`src/rtl/sdv_sync_gen.sv`:
```
module sdv_sync_gen #(
  parameter int LEN_525   = 1716,
  parameter int LEN_625   = 1728,
  parameter int LINES_525 = 525,
  parameter int LINES_625 = 625,
  parameter int HS_W      = 128,
  parameter int VS_LINES  = 3,
  localparam int PW = $clog2(LEN_625),
  localparam int LW = $clog2(LINES_625)
) (
  input  logic          clk,
  input  logic          rst_n,
  input  logic          edge_sel,
  input  logic          cfg_we,
  input  logic [1:0]    cfg_mode,
  input  logic          cfg_625,
  input  logic          cfg_vs_sel,
  input  logic [7:0]    din,
  input  logic          hs_in,
  input  logic          fv_in,
  output logic          hs_out,
  output logic          fv_out,
  output logic          sync_oe,
  output logic [PW-1:0] pix_cnt,
  output logic [LW-1:0] line_cnt,
  output logic          field,
  output logic [1:0]    phase
);
  localparam logic [1:0] M_DEC = 2'd0, M_SLV = 2'd2;

  logic [1:0] mode_r;
  logic       std_r, vsel_r, vbit, hs_prev, fv_prev;
  logic [7:0] din_n, p1, p2, p3;

  wire [7:0]    smp   = edge_sel ? din_n : din;
  wire          dec   = (mode_r == M_DEC);
  wire          slv   = (mode_r == M_SLV);
  wire          mst   = mode_r[0];
  wire [PW-1:0] len   = std_r ? PW'(LEN_625) : PW'(LEN_525);
  wire [LW-1:0] lines = std_r ? LW'(LINES_625) : LW'(LINES_525);
  wire [LW-1:0] half  = std_r ? LW'((LINES_625 + 1) / 2) : LW'((LINES_525 + 1) / 2);

  wire eav_hit = dec && p3 == 8'hFF && p2 == 8'h00 && p1 == 8'h00 && smp[4];
  wire hs_edge = slv && hs_in && !hs_prev;
  wire pix_end = pix_cnt >= len - PW'(1);

  wire [LW-1:0] line_inc = (line_cnt >= lines - LW'(1)) ? '0 : line_cnt + LW'(1);
  wire          fnew     = eav_hit ? smp[6] : fv_in;
  wire [LW-1:0] line_fid = (!fnew && field) ? '0 : (fnew && !field) ? half : line_inc;

  wire in_vs = (line_cnt < LW'(VS_LINES)) ||
               (line_cnt >= half && line_cnt < half + LW'(VS_LINES));
  wire vs    = dec ? vbit : in_vs;

  assign hs_out  = pix_cnt < PW'(HS_W);
  assign fv_out  = vsel_r ? vs : field;
  assign sync_oe = !slv;

  always_ff @(negedge clk or negedge rst_n)
    if (!rst_n) din_n <= '0;
    else        din_n <= din;

  always_ff @(posedge clk or negedge rst_n) begin
    if (!rst_n) begin
      mode_r   <= M_DEC;
      std_r    <= 1'b0;
      vsel_r   <= 1'b0;
      p1       <= '0;
      p2       <= '0;
      p3       <= '0;
      hs_prev  <= 1'b0;
      fv_prev  <= 1'b0;
      vbit     <= 1'b0;
      pix_cnt  <= '0;
      line_cnt <= '0;
      field    <= 1'b0;
      phase    <= '0;
    end else begin
      if (cfg_we) begin
        mode_r <= cfg_mode;
        std_r  <= cfg_625;
        vsel_r <= cfg_vs_sel;
      end
      p1      <= smp;
      p2      <= p1;
      p3      <= p2;
      hs_prev <= hs_in;
      pix_cnt <= pix_cnt + PW'(1);
      phase   <= phase + 2'd1;
      if (eav_hit) begin
        pix_cnt  <= '0;
        phase    <= '0;
        field    <= smp[6];
        vbit     <= smp[5];
        line_cnt <= line_fid;
      end else if (hs_edge) begin
        pix_cnt <= '0;
        phase   <= '0;
        fv_prev <= fv_in;
        if (!vsel_r) begin
          field    <= fv_in;
          line_cnt <= line_fid;
        end else if (fv_in && !fv_prev) begin
          field    <= !field;
          line_cnt <= field ? '0 : half;
        end else begin
          line_cnt <= line_inc;
        end
      end else if (pix_end) begin
        pix_cnt  <= '0;
        phase    <= '0;
        line_cnt <= line_inc;
        if (mst) field <= (line_inc >= half);
      end
    end
  end
endmodule

```
`config.mk`:
```
export PLATFORM = sky130hd
export DESIGN_NAME = sdv_sync_gen
export DESIGN_NICKNAME = d
export VERILOG_FILES = /design/src/rtl/sdv_sync_gen.sv
export SDC_FILE = /design/constraint.sdc
export NUM_CORES = 1
export LEC_CHECK = 0
export BUFFER_PORTS_ARGS = -buffer_cell sky130_fd_sc_hd__clkbuf_2
export CAP_MARGIN = 10
export CORE_MARGIN = 3
export CORE_UTILIZATION = 35
export DETAILED_ROUTE_END_ITERATION = 7
export PLACE_DENSITY = 0.6
export SLEW_MARGIN = 10
export SYNTH_ARGS = -nofsm -noshare
export SYNTH_HDL_FRONTEND = slang
export SYNTH_SLANG_ARGS = --single-unit
```
`constraint.sdc`:
```
create_clock -name clk -period 7 [get_ports clk]
set_input_delay 1.05 -clock clk [delete_from_list [all_inputs] [get_ports clk]]
set_output_delay 1.05 -clock clk [all_outputs]
set_load 0.03 [all_outputs]
```
# --- After elaboration in Yosys (flattened, before gate mapping) ---
# Cells that the tools add are included.
classes:
  add_sub_neg: 6
  n_lt_le_gt_ge: 7
  n_eq_ne: 3
  n_mux: 28
  bitwise: 1
  reduce_logical: 23
ops:
  columns: ["operator", "count"]
  rows:
  - ["two-way mux 10 bit", 8]
  - ["two-way mux 11 bit", 3]
  - ["greater-or-equal comparator 10 x 9 -> 1 bit", 2]
  - ["zero test 8 bit", 2]
  - ["two-way mux 7 bit", 2]
  - ["adder 11 x 1 -> 11 bit (second input constant)", 1]
  - ["greater-or-equal comparator 11 bit", 1]
  - ["less-than comparator 11 x 8 -> 1 bit (second input constant)", 1]
  - ["subtractor 10 x 2 -> 11 bit (second input constant)", 1]
  - ["adder 10 x 1 -> 10 bit (second input constant)", 1]
  - ["adder 9 x 2 -> 10 bit (second input constant)", 1]
  - ["greater-or-equal comparator 10 bit", 1]
  - ["logical AND 1 bit", 10]
  - ["less-than comparator 10 bit", 1]
  - ["less-than comparator 10 x 2 -> 1 bit (second input constant)", 1]
  - ["subtractor 10 x 1 -> 10 bit (second input constant)", 1]
  - ["two-way mux 1 bit", 9]
  - ["two-way mux 9 bit", 1]
  - ["equality test 8 bit (second input constant)", 1]
  - ["two-way mux 8 bit", 1]
  - ["two-way mux 2 bit", 3]
  - ["two-way mux 6 bit", 1]
  - ["nonzero test 3 bit", 2]
  - ["zero test 1 bit", 5]
  - ["other kinds (8)", 8]
totals:
  ff_bits: 63
  in_bits: 18
  output_inout_bits: 27
  wordCells: 82

# --- Depth between registers and ports, before layout ---
# Gate-level depths: netlist (run 1).
logic_depth:
  ltp_word: 12
  ltp_mapped: 14
  depth_no_buf: 13

==> results of run 1 <==
==> final cells by class <==
cell class / instances / area (µm²)
Clock inverter: 5 / 32.5
Timing Repair Buffer: 45 / 228
Multi-Input combinational cell: 207 / 1460
Fill cell: 820 / 4790
Sequential cell: 63 / 1580
Tap cell: 105 / 131
Inverter: 14 / 52.6
Clock buffer: 11 / 153
==> metal layers <==
metal / track usage / vias to the layer above
met2: 0.247 / 67
li1: - / 1156
met1: 0.191 / 1172
met3: 0.0396 / 15
met5: 0 / -
met4: 0.0684 / 0
==> layout by cell type, fill, tap and decap left out, types with 8 or more instances in the layout <==
cell and count:
o21ai_0 10, nand3_1 14, clkbuf_8 9, dfrtp_1 55
a21oi_1 9, ha_1 20, nor2_1 29, mux2_2 11
inv_1 14, dfrtn_1 8, xor2_1 8, nand2_1 20
clkbuf_2 44
==> power groups by stage <==
stage	Sequential [µW]	Clock, µW	Combinational [µW]
CTS	513	299	436
finish	512	289	432
global placement	519	0	422
floorplan	570	0	239
detailed placement	520	0	433
global route	526	317	485
==> cell families (layout without fill, tap and decap cells) <==
logic type	Yosys count	in the layout
flops	63	63
compound gates	52	52
mux	12	12
buf+inv	19	75
simple gates	109	109
fa+ha+maj	20	20
xor+xnor	14	14
==> worst max-delay path, stage by stage (launching register included) <==
cell and delay, ns:
dfrtn_1 0.33, mux2i_1 0.27, nor4_2 0.13, a21oi_2 0.29, nand2_1 0.44, and2_4 0.31, a221o_1 0.32
==> registers in the layout, summed over array words and instances (netlist names) <==
| register | cells |
|---|---|
| din_n | 8 |
| p3 | 8 |
| vbit | 1 |
| phase | 2 |
| pix_cnt | 11 |
| mode_r | 2 |
| p1 | 8 |
| std_r | 1 |
| vsel_r | 1 |
| p2 | 8 |
| hs_prev | 1 |
| fv_prev | 1 |
| field | 1 |
| line_cnt | 10 |
==> through the flow <==
stage               utilization  hold WS [ns]  setup WS (ns)  cells  area, µm²
floorplan                     -         0.345           1.49    289       3120
global placement          0.410         0.359           1.38    434       3450
detailed placement        0.410         0.362           1.28    434       3450
CTS                       0.432         0.378           1.27    450       3630
global route              0.432         0.385           1.09    450       3630
finish                    0.432         0.372           1.28    450       3630
==> worst max path at each step <==
stage | startpoint | to | cells after the start
6_report | din_n[4]$_DFF_NN0_ | line_cnt[1]$_DFFE_PN0P_ | 6
5_1_grt | din_n[4]$_DFF_NN0_ | line_cnt[2]$_DFFE_PN0P_ | 6
4_1_cts | din_n[4]$_DFF_NN0_ | line_cnt[1]$_DFFE_PN0P_ | 6
3_5_place_dp | din_n[4]$_DFF_NN0_ | line_cnt[1]$_DFFE_PN0P_ | 6
3_3_place_gp | din_n[4]$_DFF_NN0_ | line_cnt[2]$_DFFE_PN0P_ | 6
2_1_floorplan | din_n[4]$_DFF_NN0_ | line_cnt[5]$_DFFE_PN0P_ | 6
==> metrics.md, run 1 <==
| Metric | Value |
|---|---|
| Status | complete, no violations |
| Top FF cell, synth | dfrtp_1 |
| Logic gate share of total power | 0.350 |
| XOR/XNOR share of the synthesized area | 0.0393 |
| Synth Area in Compound Gates | 0.120 |
| Share of cells above drive strength 1 | 0.229 |
| Largest net degree at the start of global routing | 38 |
| Worst Path Class, Setup | reg2reg |
| Layout Skew | 0.0160 ns |
| Post-synthesis mux area share | 0.0430 |
| # setup viols final | 0 |
| Syn_nets | 327 |
| Adder-Cell Fraction of Synth Area | 0.0803 |
| Nets@finish | 378 |
| Min-Delay Path Class | reg2reg |
| Postcts setup bufs | 0 |
| Largest cells by area after synthesis | dfrtp_1 (44%), ha_1 (8.0%), dfrtn_1 (6.4%) |
| Congestion Overflow GR | 0 |
| First-pass GRT wire length | 12000 µm |
| Initial Util | 0.370 |
| Largest family of logic cells by synthesized area | simple AND/OR/NAND/NOR gates |
| Clk pin slew, worst setup/hold paths | 0.07 ns |
| Setup_tns | 0 ns |
| Overall routing resource usage | 0.152 |
| Async SR Flop Fraction | 1.00 |
| Sink Count | 63 |
| Syn-to-layout area delta | 16.6% |
| Max cap viols | 0 |
| Sw power | 496 µW |
| Antenna violations before repair | 0 |
| Antenna violation net count after detailed routing | 0 |
| Antenna Cells | 0 |
| Later-pin clock latency in the skew report | 0.34 ns |
| Sequential share of the synthesized area | 0.506 |
| DRT Wirelength | 6960 µm |
| Mapped Cells | 289 |
| IO Pins | 45 |
| Count leader, synth | dfrtp_1 |
| WL met2 | 3280 µm |
| Post-CTS sizing | 0 |
| DP Wirelength | 5180 µm |
| Post-Route M1 WL | 3140 µm |
| Slew headroom | 0.396 |
| Cell Area, Synth | 3120 µm² |
| Simple-Gate Fraction of Synth Area | 0.187 |
| EDFF count, synth | 0 |
| Drt initial violations | 116 |
| Synth Area per Inst | 10.8 µm² |
| DRC viols | 0 |
| Cell taking the most area after synthesis | dfrtp_1 |
| Worst EP arrival | 5.94 ns |
| Syn. warnings | 0 |
| Fin. Hold Viols | 0 |
| Uppermost layer routed | met4 |
| Clock share of power | 0.235 |
| DR vias | 2410 |
| Cells on Worst Hold Path | 0 |
| Rows | 33 |
| Peak VDD IR | 155 µV |
| R2R setup slack | 1.28 ns |
| CTS H-Tree Depth | 3 |
| Net Sw Frac | 0.402 |
| DRT Pass-1 Iters | 4 |
| Sequential power share | 0.415 |
| Total Power | 1230 µW |
| Vias in the first global route | 2477 |
| Cell Int Power | 738 µW |
| Max clock buf depth | 2 |
| Root Buffer Master | clkbuf_8 |
| Die H | 100 µm |
| Leakage power | 0.00166 µW |
| Placer Congestion | 0.858 |
| Die W | 100 µm |
| Worst-margin pin slew | 0.906 ns |
| Drt via density | 5.36 |
| R2r worst-path depth | 6 |
| Die ar. | 10100 µm² |
| CP Max Fanout | 18 |
| Hold_buf cts | 0 |
| Top-area cell type share of the netlist area | 0.442 |
| Wire per inst | 15.5 µm |
| TritonCTS clock tree | yes |
| Core Area | 8420 µm² |
| Total CTS buffers | 9 |
| Critical Path RT | 7.22 ns |
| RR Startpoint | din_n[4]$_DFF_NN0_ |
| Synth cell types | 53 |
| Hold Path Origin | p1[4]$_DFF_PN0_ |
| Crit. End Element | flop |
| Post-synth top cells | dfrtp_1 (55), nor2_1 (29), ha_1 (20), nand2_1 (20) |
| Slew Limit Fails | 0 |
| Synth Register Bits | 63 |
| Port-buffer cells | 44 |
| PwrDens | 339 nW/µm² |
| Unrepaired setup endpoints after global routing | no |
| Crit Reg-Reg Endpoint | line_cnt[1]$_DFFE_PN0P_ |
| Met3 WL | 381 µm |
| Hold Path End | p2[4]$_DFF_PN0_ |
| Worst setup SP type | flop |
Power figures use the tool's default switching activity.
==> inputs of run 2 (changes only) <==
clock period = 5.85 ns   (was 7 ns; I/O delays follow)
==> run 2 against run 1 <==
Register-to-register slack lost 0.58 ns. Non-clock buffer count is the same. Sequential share of layout area is essentially flat. Worst hold slack gained 0.0016 ns. Combinational power grew 19%. Critical endpoint unchanged. Largest power group unchanged.
==> metrics.md, run 2 (synthesized netlist as in run 1, its figures left out) <==
| Metric | Value |
|---|---|
| Slew headroom | 0.386 |
| Rows | 33 |
| Antenna violations before repair | 0 |
| DRC viols | 0 |
| Max cap viols | 0 |
| Drt via density | 5.39 |
| Fin. Hold Viols | 0 |
| Post-CTS sizing | 0 |
| Die H | 100 µm |
| Unrepaired setup endpoints after global routing | no |
| DRT Pass-1 Iters | 4 |
| Core Area | 8420 µm² |
| Min-Delay Path Class | reg2reg |
| Die W | 100 µm |
| Sink Count | 63 |
| Critical Path RT | 6.08 ns |
| Antenna violation net count after detailed routing | 0 |
| Die ar. | 10100 µm² |
| Postcts setup bufs | 0 |
| Later-pin clock latency in the skew report | 0.34 ns |
| Worst hold margin | 0.374 ns |
| DRT Wirelength | 6990 µm |
| Final Util | 0.431 |
| Slew Limit Fails | 0 |
| # setup viols final | 0 |
| Root Buffer Master | clkbuf_8 |
| Hold_buf cts | 0 |
| Crit. End Element | flop |
| Congestion Overflow GR | 0 |
| Largest registers | pix_cnt (11), line_cnt (10) |
| Commonest non-fill, non-tap cell in the layout | dfrtp_1 |
| CP Max Fanout | 18 |
| Overall routing resource usage | 0.153 |
| Share of cells above drive strength 1 | 0.232 |
| PwrDens | 406 nW/µm² |
| DP Wirelength | 5220 µm |
| IO Pins | 45 |
| Largest net degree at the start of global routing | 38 |
| Initial Util | 0.370 |
| Wire per inst | 15.5 µm |
| Vias in the first global route | 2432 |
| Most frequent cells in the layout | dfrtp_1 (55), clkbuf_2 (44), nor2_1 (29), nand2_1 (20), ha_1 (20) |
| Layout Skew | 0.0166 ns |
| Antenna Cells | 0 |
| R2R setup slack | 0.70 ns |
| Worst-margin pin slew | 0.920 ns |
| Max clock buf depth | 2 |
| Worst setup SP type | flop |
| DR vias | 2426 |
| Peak VDD IR | 162 µV |
| Reg with most FFs | pix_cnt |
| Worst Path Class, Setup | reg2reg |
| Clk pin slew, worst setup/hold paths | 0.08 ns |
| Leakage power | 0.00165 µW |
| Setup_tns | 0 ns |
| Largest register FFs | 11 |
| TritonCTS clock tree | yes |
| CTS H-Tree Depth | 3 |
| Nets@finish | 378 |
| Placer Congestion | 0.858 |
| Cell area after layout | 3630 µm² |
| Syn-to-layout area delta | 16.5% |
| Worst EP arrival | 5.38 ns |
| Total CTS buffers | 9 |
| Status | complete, no violations |
| Port-buffer cells | 44 |
| Post-DP Area | 3450 µm² |
| First-pass GRT wire length | 12000 µm |
| Drt initial violations | 107 |
run 2: changes by cell type in the layout (fill, tap and decap cells not counted):
cell       previous run  this run
clkinv_4              0         1
clkbuf_8              9        10
clkinv_2              2         1
clkbuf_1              1         0
clkbuf_16             1         0
inv_6                 0         1
run 2: metal layers:
layer	vias up	wire [µm]	share of wire	track usage
met5	-	0	0	0
met4	0	57	0.0082	0.0435
met3	9	447	0.064	0.0542
met2	73	3420	0.49	0.246
met1	1182	3070	0.44	0.194
li1	1162	-	-	-
run 2: worst paths after layout:
| path | start | endpoint | depth (start not counted) |
|---|---|---|---|
| setup / recovery | din_n[4]$_DFF_NN0_ | line_cnt[1]$_DFFE_PN0P_ | 6 |
| hold / removal | p2[0]$_DFF_PN0_ | p3[0]$_DFF_PN0_ | 0 |
| setup reg to reg | din_n[4]$_DFF_NN0_ | line_cnt[1]$_DFFE_PN0P_ | 6 |
| hold reg to reg | p2[0]$_DFF_PN0_ | p3[0]$_DFF_PN0_ | 0 |
| max in group asynchronous | rst_n | din_n[4]$_DFF_NN0_ | 1 |
| min in group asynchronous | rst_n | p1[2]$_DFF_PN0_ | 1 |
run 2: layout make-up:
type	instances	area [µm²]
Tap cell	105	131
Inverter	14	52.6
Fill cell	838	4790
Sequential cell	63	1580
Clock buffer	10	138
Timing Repair Buffer	45	228
Clock inverter	6	45.0
Multi-Input combinational cell	207	1460
run 2: stage by stage:
step | instances | total power, µW | setup WS (ns)
3_5_place_dp | 434 | 1140 | 0.657
6_report | 450 | 1470 | 0.702
5_1_grt | 450 | 1580 | 0.485
4_1_cts | 450 | 1490 | 0.659
3_3_place_gp | 434 | 1130 | 0.805
2_1_floorplan | 289 | 969 | 0.912
run 2: worst max-delay path: stages, from the launching register on:
cell,delay [ns]
dfrtn_1,0.33
mux2i_1,0.29
nor4_2,0.13
a21oi_2,0.30
nand2_1,0.43
and2_4,0.31
a221o_1,0.32
run 2: power by group:
part,total [µW],internal (µW),switching [µW]
sequential,613,506,108
combinational,514,200,314
clock,345,166,179
